[src/rtl/vlseq_pkg.sv]
package vlseq_pkg;

    typedef enum logic [1:0] {
        SEQ_IDLE = 2'd0,
        SEQ_RUN  = 2'd1
    } seq_state_e;

    function automatic bit is_pow2(input int unsigned v);
        return (v != 0) && ((v & (v - 1)) == 0);
    endfunction

    function automatic int unsigned len_width(input int unsigned mvl);
        return $clog2(mvl) + 1;
    endfunction

endpackage

[src/rtl/vlseq_plan.sv]
module vlseq_plan #(
    parameter int unsigned MVL        = 64,
    parameter int unsigned CNT_W      = 16,
    parameter bit          SKIP_EMPTY = 1'b0,
    localparam int unsigned LOG2      = $clog2(MVL),
    localparam int unsigned LEN_W     = LOG2 + 1,
    localparam int unsigned QUO_W     = CNT_W - LOG2,
    localparam int unsigned SEG_W     = QUO_W + 1
) (
    input  logic [CNT_W-1:0] count_i,
    output logic [LEN_W-1:0] first_len_o,
    output logic [SEG_W-1:0] seg_total_o
);

    logic [LOG2-1:0]  rem;
    logic [QUO_W-1:0] quo;
    logic             rem_zero;
    logic             drop_first;

    // power-of-two length: remainder is a mask, quotient a shift
    assign rem        = count_i[LOG2-1:0];
    assign quo        = count_i[CNT_W-1:LOG2];
    assign rem_zero   = (rem == '0);

    generate
        if (SKIP_EMPTY) begin : g_skip
            assign drop_first = rem_zero;
        end else begin : g_keep
            assign drop_first = 1'b0;
        end
    endgenerate

    always_comb begin
        if (drop_first) begin
            first_len_o = LEN_W'(MVL);
            seg_total_o = {1'b0, quo};
        end else begin
            first_len_o = {1'b0, rem};
            seg_total_o = {1'b0, quo} + SEG_W'(1);
        end
    end

endmodule

[src/rtl/vlseq_cursor.sv]
module vlseq_cursor #(
    parameter int unsigned MVL   = 64,
    parameter int unsigned CNT_W = 16,
    localparam int unsigned LOG2  = $clog2(MVL),
    localparam int unsigned LEN_W = LOG2 + 1,
    localparam int unsigned SEG_W = CNT_W - LOG2 + 1
) (
    input  logic             clk,
    input  logic             rst,
    input  logic             load_i,
    input  logic             adv_i,
    input  logic [LEN_W-1:0] first_len_i,
    input  logic [SEG_W-1:0] seg_total_i,
    output logic [CNT_W-1:0] idx_o,
    output logic [LEN_W-1:0] len_o,
    output logic             last_o
);

    logic [CNT_W-1:0] idx_q;
    logic [LEN_W-1:0] len_q;
    logic [SEG_W-1:0] left_q;
    logic [CNT_W-1:0] len_ext;

    assign len_ext = {{(CNT_W-LEN_W){1'b0}}, len_q};

    always_ff @(posedge clk) begin
        if (rst) begin
            idx_q  <= '0;
            len_q  <= '0;
            left_q <= '0;
        end else if (load_i) begin
            idx_q  <= '0;
            len_q  <= first_len_i;
            left_q <= seg_total_i;
        end else if (adv_i) begin
            idx_q  <= idx_q + len_ext;
            len_q  <= LEN_W'(MVL);
            left_q <= left_q - SEG_W'(1);
        end
    end

    assign idx_o  = idx_q;
    assign len_o  = len_q;
    assign last_o = (left_q == SEG_W'(1));

endmodule

[src/rtl/vlseq_ctrl.sv]
module vlseq_ctrl
    import vlseq_pkg::*;
(
    input  logic clk,
    input  logic rst,
    input  logic start_i,
    input  logic none_i,
    input  logic hs_i,
    input  logic last_i,
    output logic load_o,
    output logic busy_o,
    output logic done_o
);

    seq_state_e state_q, state_d;
    logic       done_q, done_d;

    always_comb begin
        state_d = state_q;
        done_d  = 1'b0;
        load_o  = 1'b0;
        unique case (state_q)
            SEQ_IDLE: begin
                if (start_i) begin
                    load_o = 1'b1;
                    if (none_i) begin
                        done_d = 1'b1;
                    end else begin
                        state_d = SEQ_RUN;
                    end
                end
            end
            SEQ_RUN: begin
                if (hs_i && last_i) begin
                    state_d = SEQ_IDLE;
                    done_d  = 1'b1;
                end
            end
            default: state_d = SEQ_IDLE;
        endcase
    end

    always_ff @(posedge clk) begin
        if (rst) begin
            state_q <= SEQ_IDLE;
            done_q  <= 1'b0;
        end else begin
            state_q <= state_d;
            done_q  <= done_d;
        end
    end

    assign busy_o = (state_q == SEQ_RUN);
    assign done_o = done_q;

endmodule

[src/rtl/vlseq_top.sv]
module vlseq_top
    import vlseq_pkg::*;
#(
    parameter int unsigned MVL        = 64,
    parameter int unsigned CNT_W      = 16,
    parameter bit          SKIP_EMPTY = 1'b0,
    localparam int unsigned LOG2      = $clog2(MVL),
    localparam int unsigned LEN_W     = LOG2 + 1,
    localparam int unsigned SEG_W     = CNT_W - LOG2 + 1
) (
    input  logic             clk,
    input  logic             rst,
    input  logic             start_i,
    input  logic [CNT_W-1:0] count_i,
    output logic             seg_valid_o,
    input  logic             seg_ready_i,
    output logic [CNT_W-1:0] seg_start_o,
    output logic [LEN_W-1:0] seg_len_o,
    output logic             seg_last_o,
    output logic             busy_o,
    output logic             done_o
);

    typedef struct packed {
        logic [CNT_W-1:0] start;
        logic [LEN_W-1:0] len;
        logic             last;
    } seg_desc_t;

    initial begin
        if (!is_pow2(MVL) || MVL < 2) $error("MVL must be a power of two of at least 2");
        if (CNT_W <= LEN_W) $error("CNT_W must exceed the length field width");
    end

    logic [LEN_W-1:0] first_len;
    logic [SEG_W-1:0] seg_total;
    logic             load;
    logic             busy;
    logic             hs;
    seg_desc_t        desc;

    vlseq_plan #(
        .MVL        (MVL),
        .CNT_W      (CNT_W),
        .SKIP_EMPTY (SKIP_EMPTY)
    ) u_plan (
        .count_i     (count_i),
        .first_len_o (first_len),
        .seg_total_o (seg_total)
    );

    vlseq_ctrl u_ctrl (
        .clk     (clk),
        .rst     (rst),
        .start_i (start_i),
        .none_i  (seg_total == '0),
        .hs_i    (hs),
        .last_i  (desc.last),
        .load_o  (load),
        .busy_o  (busy),
        .done_o  (done_o)
    );

    vlseq_cursor #(
        .MVL   (MVL),
        .CNT_W (CNT_W)
    ) u_cursor (
        .clk         (clk),
        .rst         (rst),
        .load_i      (load),
        .adv_i       (hs),
        .first_len_i (first_len),
        .seg_total_i (seg_total),
        .idx_o       (desc.start),
        .len_o       (desc.len),
        .last_o      (desc.last)
    );

    assign hs          = busy && seg_ready_i;
    assign seg_valid_o = busy;
    assign busy_o      = busy;
    assign seg_start_o = desc.start;
    assign seg_len_o   = desc.len;
    assign seg_last_o  = desc.last;

endmodule

[config.mk]
export PLATFORM = sky130hd
export DESIGN_NAME = vlseq_top
export DESIGN_NICKNAME = d
export VERILOG_FILES = /design/src/rtl/vlseq_pkg.sv /design/src/rtl/vlseq_plan.sv /design/src/rtl/vlseq_cursor.sv /design/src/rtl/vlseq_ctrl.sv /design/src/rtl/vlseq_top.sv
export SDC_FILE = /design/constraint.sdc
export NUM_CORES = 1
export LEC_CHECK = 0
export ABC_AREA = 0
export ABC_CLOCK_PERIOD_IN_PS = 2580
export BUFFER_PORTS_ARGS = -buffer_cell sky130_fd_sc_hd__buf_4
export CAP_MARGIN = 20
export CORE_UTILIZATION = 45
export DETAILED_ROUTE_END_ITERATION = 7
export PLACE_DENSITY = 0.68
export REMOVE_ABC_BUFFERS = 1
export SYNTH_ARGS = -nofsm -noshare
export SYNTH_HDL_FRONTEND = slang
export SYNTH_SLANG_ARGS = --single-unit
[constraint.sdc]
create_clock -name clk -period 2.58 [get_ports clk]
set_input_delay 0.258 -clock clk [delete_from_list [all_inputs] [get_ports clk]]
set_output_delay 0.258 -clock clk [all_outputs]
set_load 0.005 [all_outputs]
# ---- Yosys cells after proc, flatten, opt, wreduce, memory -nomap -nowiden
# Index checks and enable logic that the tools add are counted.
dict set report totals {
  regBits 37
  output_inout_bits 27
  elab_cells 35
}
dict set report classes {
  addsub 3
  eq_ne 5
  n_mux 14
  n_reduce_logical 7
}
# op n
set ops {}
lappend ops {{$mux 11} 2}
lappend ops {{$add 16x7->16} 1}
lappend ops {{$mux 6} 2}
lappend ops {{$add 10x1->11 const B} 1}
lappend ops {{$eq 11x1->1 const B} 1}
lappend ops {{$logic_not 11->1} 1}
lappend ops {{$sub 11x1->11 const B} 1}
lappend ops {{$mux 2} 3}
lappend ops {{$mux 1} 5}
lappend ops {{$ne 2x2->1 const B} 2}
lappend ops {{$pmux 2 s2} 1}
lappend ops {{$reduce_and 3->1} 1}
lappend ops {{$eq 2x1->1 const B} 1}
lappend ops {{$logic_and 1x1->1} 2}
lappend ops {{$logic_not 2->1} 1}
lappend ops {{$ne 2x1->1 const B} 1}
lappend ops {{$pmux 1 s2} 1}
lappend ops {{$reduce_bool 2->1} 1}
lappend ops {{$reduce_or 2->1} 1}

# ---- Depth between registers and ports, before layout
# Gate-level depths: netlist (run 1).
dict set report depth {
  word_depth 5
  ltp_mapped 7
  ltp_nobuf 7
}

# ---- By module
# From an unflattened synthesis (run 1), not the netlist that was laid out.
dict set report unflattened {
  cells_unflattened 262
  hier_area_um2 2223.4
}
# mod instances cells_each area_each_um2 seq_area_each_um2
set modules_own_cells {}
lappend modules_own_cells {vlseq_cursor 1 218 1876.8 680.7}
lappend modules_own_cells {vlseq_plan 1 29 215.2 0.0}
lappend modules_own_cells {vlseq_ctrl 1 9 93.8 40.0}
lappend modules_own_cells {vlseq_top 1 6 37.5 0.0}

# ---- Least setup slack after synthesis (run 1)
# OpenSTA, ideal clock, no wires.
dict set report synth_timing {
  path_kind {flip-flop to flip-flop}
  start {register u_cursor.idx_q[0], in the netlist u_cursor.idx_o[0]}
  end {register u_cursor.idx_q[8], in the netlist u_cursor.idx_o[8]}
  arrival_time_ns 1.789
  required_ns 2.452
  path_slack_ns 0.664
  stages_incl_launch_ff 8
  n_path_buf 0
  synth_period_minus_slack_ns 1.916
  path_cell_list {dfxtp_1 > ha_1 > fa_1 > a211oi_1 > o21ai_0 > nand3_1 > xor2_1 > nor2_1}
}
dict set report synth_via {
  elab_chain_len 1
}
# element line
set synth_rtl {}
lappend synth_rtl {{start, declared} vlseq_cursor.sv:19} ;# logic [CNT_W-1:0] idx_q;
lappend synth_rtl {{start signal, assigned} vlseq_cursor.sv:36} ;# idx_q <= idx_q + len_ext;
lappend synth_rtl {{$add 16x7->16} vlseq_cursor.sv:36}
# No other way between the ends.
# A chain may end at the register's enable or synchronous reset.

# ---- Final worst setup path (run 1)
# Ends and elaborated chain as after synthesis.

==> key figures, run 1 <==
Pwr
  • Power per cell area: 507 nW/um2
  • Sw frac: 26.5%
  • Clock power frac: 37.2%
  • LEAKAGE: 1.06 nW
  • Seq pwr share: 46.1%
  • Net switching power: 349 uW
  • Comb power frac: 16.8%
  • Maximum VDD drop: 0.000311 V
  • Internal Power: 971 uW

Detailed routing
  • TritonRoute pass-1 iters: 4
  • Routed Antenna Nets: 0
  • Initial DRC Count: 99
  • Drt via density: 5.66
  • DRC violations left: 0
  • Total number of vias: 2016
  • Routed WL per cell: 13.6 um
  • WL final: 4.84 mm

Hold path
  • Worst Hold Path EP: u_cursor.len_o[4]
  • HP Class: input port to flop
  • Hold Crit Depth: 3
  • HP Start: count_i[4]

Layout
  • Layout cells sized above 1: 22.0%
  • Multi-input gate area: 1310 um2
  • FILL cells: 418
  • Register area: 721 um2
  • Most frequent cells in the layout: buf_4, dfxtp_1, nor2_1
  • NumNets Final: 335
  • Commonest non-fill, non-tap cell in the layout: buf_4
  • Area growth from synthesis to layout: 24.3%
  • Antenna diodes: 0

Setup path
  • Reg2reg start: u_cursor.idx_o[0]
  • Worst Path Arrival: 2.28 ns
  • Crit end category: flop
  • Reg2Reg Setup Slack: 0.46 ns
  • Reg2Reg Capture Point: u_cursor.idx_o[8]
  • CP max FO: 3
  • Crit path from: u_cursor.idx_o[0]
  • R2R depth: 7
  • Kind of critical path: flop to flop
  • CP Launch Type: flop
  • Crit path required time: 2.74 ns

Global route
  • Global routing usage on met3: 4.18%
  • Met2 GRT Util: 34.3%
  • Gr usage total: 20.9%
  • Met1 Use GR: 27.1%
  • GRT overflow: 0
  • First-pass GRT wire length: 8.27 mm
  • Initial antenna violation count: 0
  • Largest net degree at the start of global routing: 22
  • Top Usage Layer GRT: met2
  • Vias in the first global route: 1807

CTS
  • CTS tree: done
  • CTS H-tree depth: 2
  • Clock Tree Root: clkbuf_8
  • Clock Path Buffers: 2
  • Post-CTS sizing: 0
  • Clock latency on the worst-skew pair: 0.29 ns
  • Clk slew on worst S/H paths: 0.07 ns
  • Clock Sinks: 36
  • Inserted Clock Buffers: 5
  • # Post-CTS Setup Buffers: 0
  • Hold Buf Count CTS: 0

Synth
  • Synth Flop Type: dfxtp_1
  • Post-Syn Area: 2090 um2
  • Syn_area_per_cell: 8.18 um2
  • Syn Inst Count: 256
  • Post-synth EDFFs: 0
  • Seq/Total Area, Yosys: 34.4%
  • Synth Area in Adders: 7.53%
  • Yosys top cell by area: dfxtp_1
  • Yosys top cell area share: 34.4%
  • Post-synthesis mux area share: 1.02%
  • Ys Warns: 0
  • Simple-Gate Fraction of Synth Area: 27.1%
  • Largest family of logic cells by synthesized area: simple AND/OR/NAND/NOR gates
  • Synth cell types: 47
  • Compound-Gate Fraction of Synth Area: 18.9%
  • Synth Area in XOR/XNOR: 7.95%
  • FF+latch count, synth: 36
  • Top post-synthesis cells by area: dfxtp_1, ha_1, nor2_1
  • Async SR Flop Fraction: 0%

Die
  • Die X: 70.2 um
  • Initial Utilization: 47.4%
  • Die height: 70.2 um
  • IO Pins: 47
  • Core area: 4410 um2
  • Row Count: 24
  • Die ar.: 4930 um2

Status
  • Outcome: finished, final reports clean

Timing
  • Rel. slew slack: 55.7%
  • Hold_ws: 0.212 ns
  • Final period demand of the worst path: 2.12 ns
  • Worst Skew: 0.00500 ns
  • Worst slew pin tran: 0.662 ns
  • Final Max Tran Viols: 0
  • RSZ-0062 raised after global routing: no
  • Final Setup Violations: 0
  • Achievable frequency: 0.473 GHz
  • Final period utilization: 82.0%
  • Final setup TNS: 0 ns
  • Final Hold Fails: 0

Placed design
  • Final HPWL from detailed placement: 3.58 mm
  • IO buf count: 46
  • Gpl congestion: 0.788

Run
  • Max cap viols: 0
## metrics by stage
step           power, mW  setup WS, ns  std cells  cell area (um2)  utilization, %
2_1_floorplan      0.745         0.655        245             2050               -
3_3_place_gp       0.840         0.529        348             2490            56.5
3_5_place_dp       0.842         0.487        348             2490            56.5
4_1_cts             1.33         0.456        356             2600            59.0
5_1_grt             1.38         0.276        356             2600            59.0
6_report            1.32         0.464        356             2600            59.0
## area by class of cell
cell class              instances  share of cell area, %
inverters                       5                  0.721
clock inverters                 2                   1.35
clock buffers                   6                   2.79
well taps                      52                   2.50
flip-flops and latches         36                   27.7
multi-input cells             204                   50.2
repair buffers                 51                   14.7
## worst max-delay path, stage by stage, from the launching register on
cell and delay [ns]:
dfxtp_1 0.33, ha_1 0.24, fa_1 0.43, a211oi_1 0.39
o21ai_0 0.24, nand3_1 0.17, xor2_1 0.15, nor2_1 0.05
## cells in the mapped netlist, drive strengths merged, types with 4 or more instances
cell / instances
nor2: 33
or3: 5
xor2: 10
nor3: 7
clkbuf: 7
nand3: 17
dfxtp: 36
a211oi: 8
nand2b: 4
nor4: 7
xnor2: 9
buf: 4
o21ai: 8
o22ai: 4
nand4: 6
a21oi: 13
a22oi: 6
ha: 11
inv: 5
nand2: 21
## routing by layer
metal / vias to the layer above / part of all wire (%) / routed length (um)
met1: 941 / 50 / 2400
met4: 0 / 1.4 / 69
met3: 9 / 3.6 / 175
met5: - / 0 / 0
li1: 1027 / - / -
met2: 39 / 45 / 2200
## power by group through the flow
stage	Combinational [mW]	Sequential, mW	Clock, mW
after floorplan	0.129	0.615	0
after global placement	0.220	0.620	0
after detailed placement	0.222	0.621	0
after CTS	0.223	0.608	0.501
after global routing	0.248	0.612	0.520
final	0.222	0.608	0.491
## sequential cells by signal (all words and copies together) (netlist names)
name / flops
u_cursor.len_o: 7
u_ctrl.done_o: 1
u_cursor.left_q: 11
u_cursor.idx_o: 16
u_ctrl.state_q: 1
## how the worst max path moves through the flow
stage	end	slack, ns	cells after the start
global placement	u_cursor.idx_o[8]	0.53	7
floorplan	u_cursor.idx_o[8]	0.65	7
CTS	u_cursor.idx_o[8]	0.46	7
finish	u_cursor.idx_o[8]	0.46	7
detailed placement	u_cursor.idx_o[8]	0.49	7
global route	u_cursor.idx_o[8]	0.28	7
## kinds of logic (layout without fill, tap and decap cells)
group           Yosys count  count (layout)
buf+inv                  16              64
compound gates           59              59
xor+xnor                 19              19
mux                       2               2
simple gates            112             112
fa+ha+maj                12              12
flops                    36              36
Power figures use the tool's default switching activity.
==> run 2, diff against run 1 <==
ABC_CLOCK_PERIOD_IN_PS = 1850   (was 2580)
PLACE_DENSITY = 0.71   (was 0.68)
clock period = 1.85 ns   (was 2.58 ns; I/O delays follow)
==> key figures, run 2 (same netlist as run 1, synthesis figures left out) <==
Setup path
  • Crit path from: u_cursor.idx_o[0]
  • Top delay family on crit path: adder cells
  • Slowest stage delay, CP: 0.38 ns (-0.05 ns)
  • Crit end category: flop
  • Crit path required time: 2.04 ns (-0.70 ns)
  • Stages on the worst setup path: 8 (+1)
  • Crit-path slowest cell: fa_2
  • Crit-path cells: ha_4 -> fa_2 -> a211oi_2 -> buf_4 -> o21bai_1 -> a21oi_2 -> or4_1 -> nand3_1
  • Reg2reg start: u_cursor.idx_o[0]
  • Reg2Reg Capture Point: u_cursor.idx_o[6]
  • Worst path bufs/invs: 1 (+1)
  • R2R depth: 8 (+1)
  • Reg2Reg Setup Slack: 0.02 ns (-0.44 ns)
  • Kind of critical path: flop to flop
  • Critical Path Sink: u_cursor.idx_o[6]
  • Worst Path Arrival: 2.01 ns (-0.27 ns)
  • CP Launch Type: flop
  • CP max FO: 2 (-1)

Layout
  • FILL cells: 407 (-2.6%)
  • Layout cells sized above 1: 28.3% (+6.3 points)
  • Commonest non-fill, non-tap cell in the layout: buf_4
  • Cell area after layout: 2760 um2 (+6.0%)
  • Most frequent cells in the layout: buf_4, dfxtp_1, nor2_1
  • Post-Layout Cell Count: 373 (+4.8%)
  • Register area: 723 um2 (+0.35%)
  • Antenna diodes: 0 (unchanged)
  • Multi-input gate area: 1350 um2 (+3.3%)
  • Area growth from synthesis to layout: 31.8%
  • NumNets Final: 352 (+5.1%)
  • Largest register FFs: 16 (unchanged)
  • Core Util, Final: 62.5% (+3.5 points)

CTS
  • Clock Tree Root: clkbuf_8
  • Inserted Clock Buffers: 5 (unchanged)
  • Clock Sinks: 36 (unchanged)
  • Clk slew on worst S/H paths: 0.07 ns (about the same)
  • CTS tree: done
  • CTS H-tree depth: 2 (unchanged)
  • Clock latency on the worst-skew pair: 0.29 ns (about the same)
  • Clock Path Buffers: 2 (unchanged)

Run
  • Max cap viols: 0 (unchanged)

Detailed routing
  • Total number of vias: 2040 (+1.2%)
  • Initial DRC Count: 98 (-1.0%)
  • Routed WL per cell: 13.5 um (-0.75%)
  • DRC violations left: 0 (unchanged)
  • TritonRoute pass-1 iters: 4 (unchanged)
  • Drt via density: 5.47 (-3.4%)
  • WL final: 5.04 mm (+4.0%)
  • Routed Antenna Nets: 0 (unchanged)

Placed design
  • DP Area: 2610 um2 (+4.5%)
  • Dpl cells: 363 (+4.3%)
  • Gpl congestion: 0.891 (+13%)
  • Place WS: -0.126 ns (-0.613 ns)
  • IO buf count: 46 (unchanged)
  • Final HPWL from detailed placement: 3.83 mm (+6.9%)

Timing
  • Final setup TNS: 0 ns (unchanged)
  • Final Max Tran Viols: 0 (unchanged)
  • Worst slew pin tran: 0.575 ns (-0.0874 ns)
  • Rel. slew slack: 61.5% (+5.9 points)
  • Worst Skew: 0.00871 ns (+0.00371 ns)
  • Hold_ws: 0.134 ns (-0.0781 ns)
  • Achievable frequency: 0.547 GHz (+16%)
  • RSZ-0062 raised after global routing: yes
  • Final period utilization: 98.8% (+17 points)
  • Worst setup margin: 0.0230 ns (-0.441 ns)
  • Final period demand of the worst path: 1.83 ns (-0.289 ns)
  • Final Setup Violations: 0 (unchanged)
  • Final Hold Fails: 0 (unchanged)

Pwr
  • Maximum VDD drop: 0.000283 V (-9.2%)
  • Pwr Total: 1.77 mW (+34%)
  • Power per cell area: 642 nW/um2 (+26%)
  • LEAKAGE: 1.13 nW (+7.3%)

Global route
  • Initial antenna violation count: 0 (unchanged)
  • Gr usage total: 21.4% (+0.50 points)
  • GRT overflow: 0 (unchanged)
  • Largest net degree at the start of global routing: 22 (unchanged)
  • First-pass GRT wire length: 8.42 mm (+1.8%)
  • Vias in the first global route: 1870 (+3.5%)

Hold path
  • HP Class: input port to flop

Die
  • Core area: 4410 um2 (unchanged)
  • Initial Utilization: 47.4% (unchanged)
  • IO Pins: 47 (unchanged)
  • Die height: 70.2 um (unchanged)
  • Die X: 70.2 um (unchanged)
  • Die ar.: 4930 um2 (unchanged)
  • Row Count: 24 (unchanged)

Status
  • Outcome: finished, final reports clean
-- run 2: cell count changes in the layout (fill, tap and decap cells not counted), moves of 2 or more --
cell / before / now
dfxtp_2: 0 / 2
a211oi_2: 0 / 2
buf_4: 51 / 68
o21ai_1: 0 / 3
a211oi_1: 8 / 6
dfxtp_1: 36 / 34
o21ai_0: 8 / 5
-- run 2: per-layer routing --
| layer | share of wire (%) | global-route usage, % |
|---|---|---|
| met2 | 48 | 37.1 |
| met3 | 2.7 | 4.33 |
| met4 | 1.5 | 8.00 |
| met1 | 47 | 25.9 |
| met5 | 0 | 0 |
-- run 2: tightest hold or removal path, stage by stage --
cell and delay (ns):
buf_4 0.08, a22oi_1 0.06, nor2_1 0.07
-- run 2: power breakdown --
part           switching [mW]  total, mW  internal, mW
Clock                   0.278      0.582         0.304
Combinational           0.178      0.340         0.163
Sequential             0.0378      0.848         0.810
Total                   0.494       1.77          1.28
-- run 2: final cells by class --
cell class | instances | area share [%]
tap | 52 | 2.36
clock buffer | 8 | 3.27
sequential | 36 | 26.2
multi-input combinational | 204 | 49.0
inverter | 5 | 0.680
timing repair buffer | 68 | 18.5
-- run 2: repair_timing --
action | in CTS | in global routing
resized for setup | 4 | 9
hold buffers | 0 | 0
pin swaps | 2 | 7
hold endpoints to repair | 0 | 0
buffers inserted | 0 | 2
setup endpoints to repair | 7 | 12
-- run 2: worst min path at each step --
stage / slack, ns / start / endpoint / depth (start not counted)
2_1_floorplan: 0.25 / rst / u_ctrl.state_q[0] / 1
3_3_place_gp: 0.44 / count_i[5] / u_cursor.len_o[5] / 3
3_5_place_dp: 0.44 / count_i[4] / u_cursor.len_o[4] / 3
4_1_cts: 0.13 / count_i[4] / u_cursor.len_o[4] / 3
5_1_grt: 0.15 / count_i[0] / u_cursor.len_o[0] / 3
6_report: 0.13 / count_i[4] / u_cursor.len_o[4] / 3
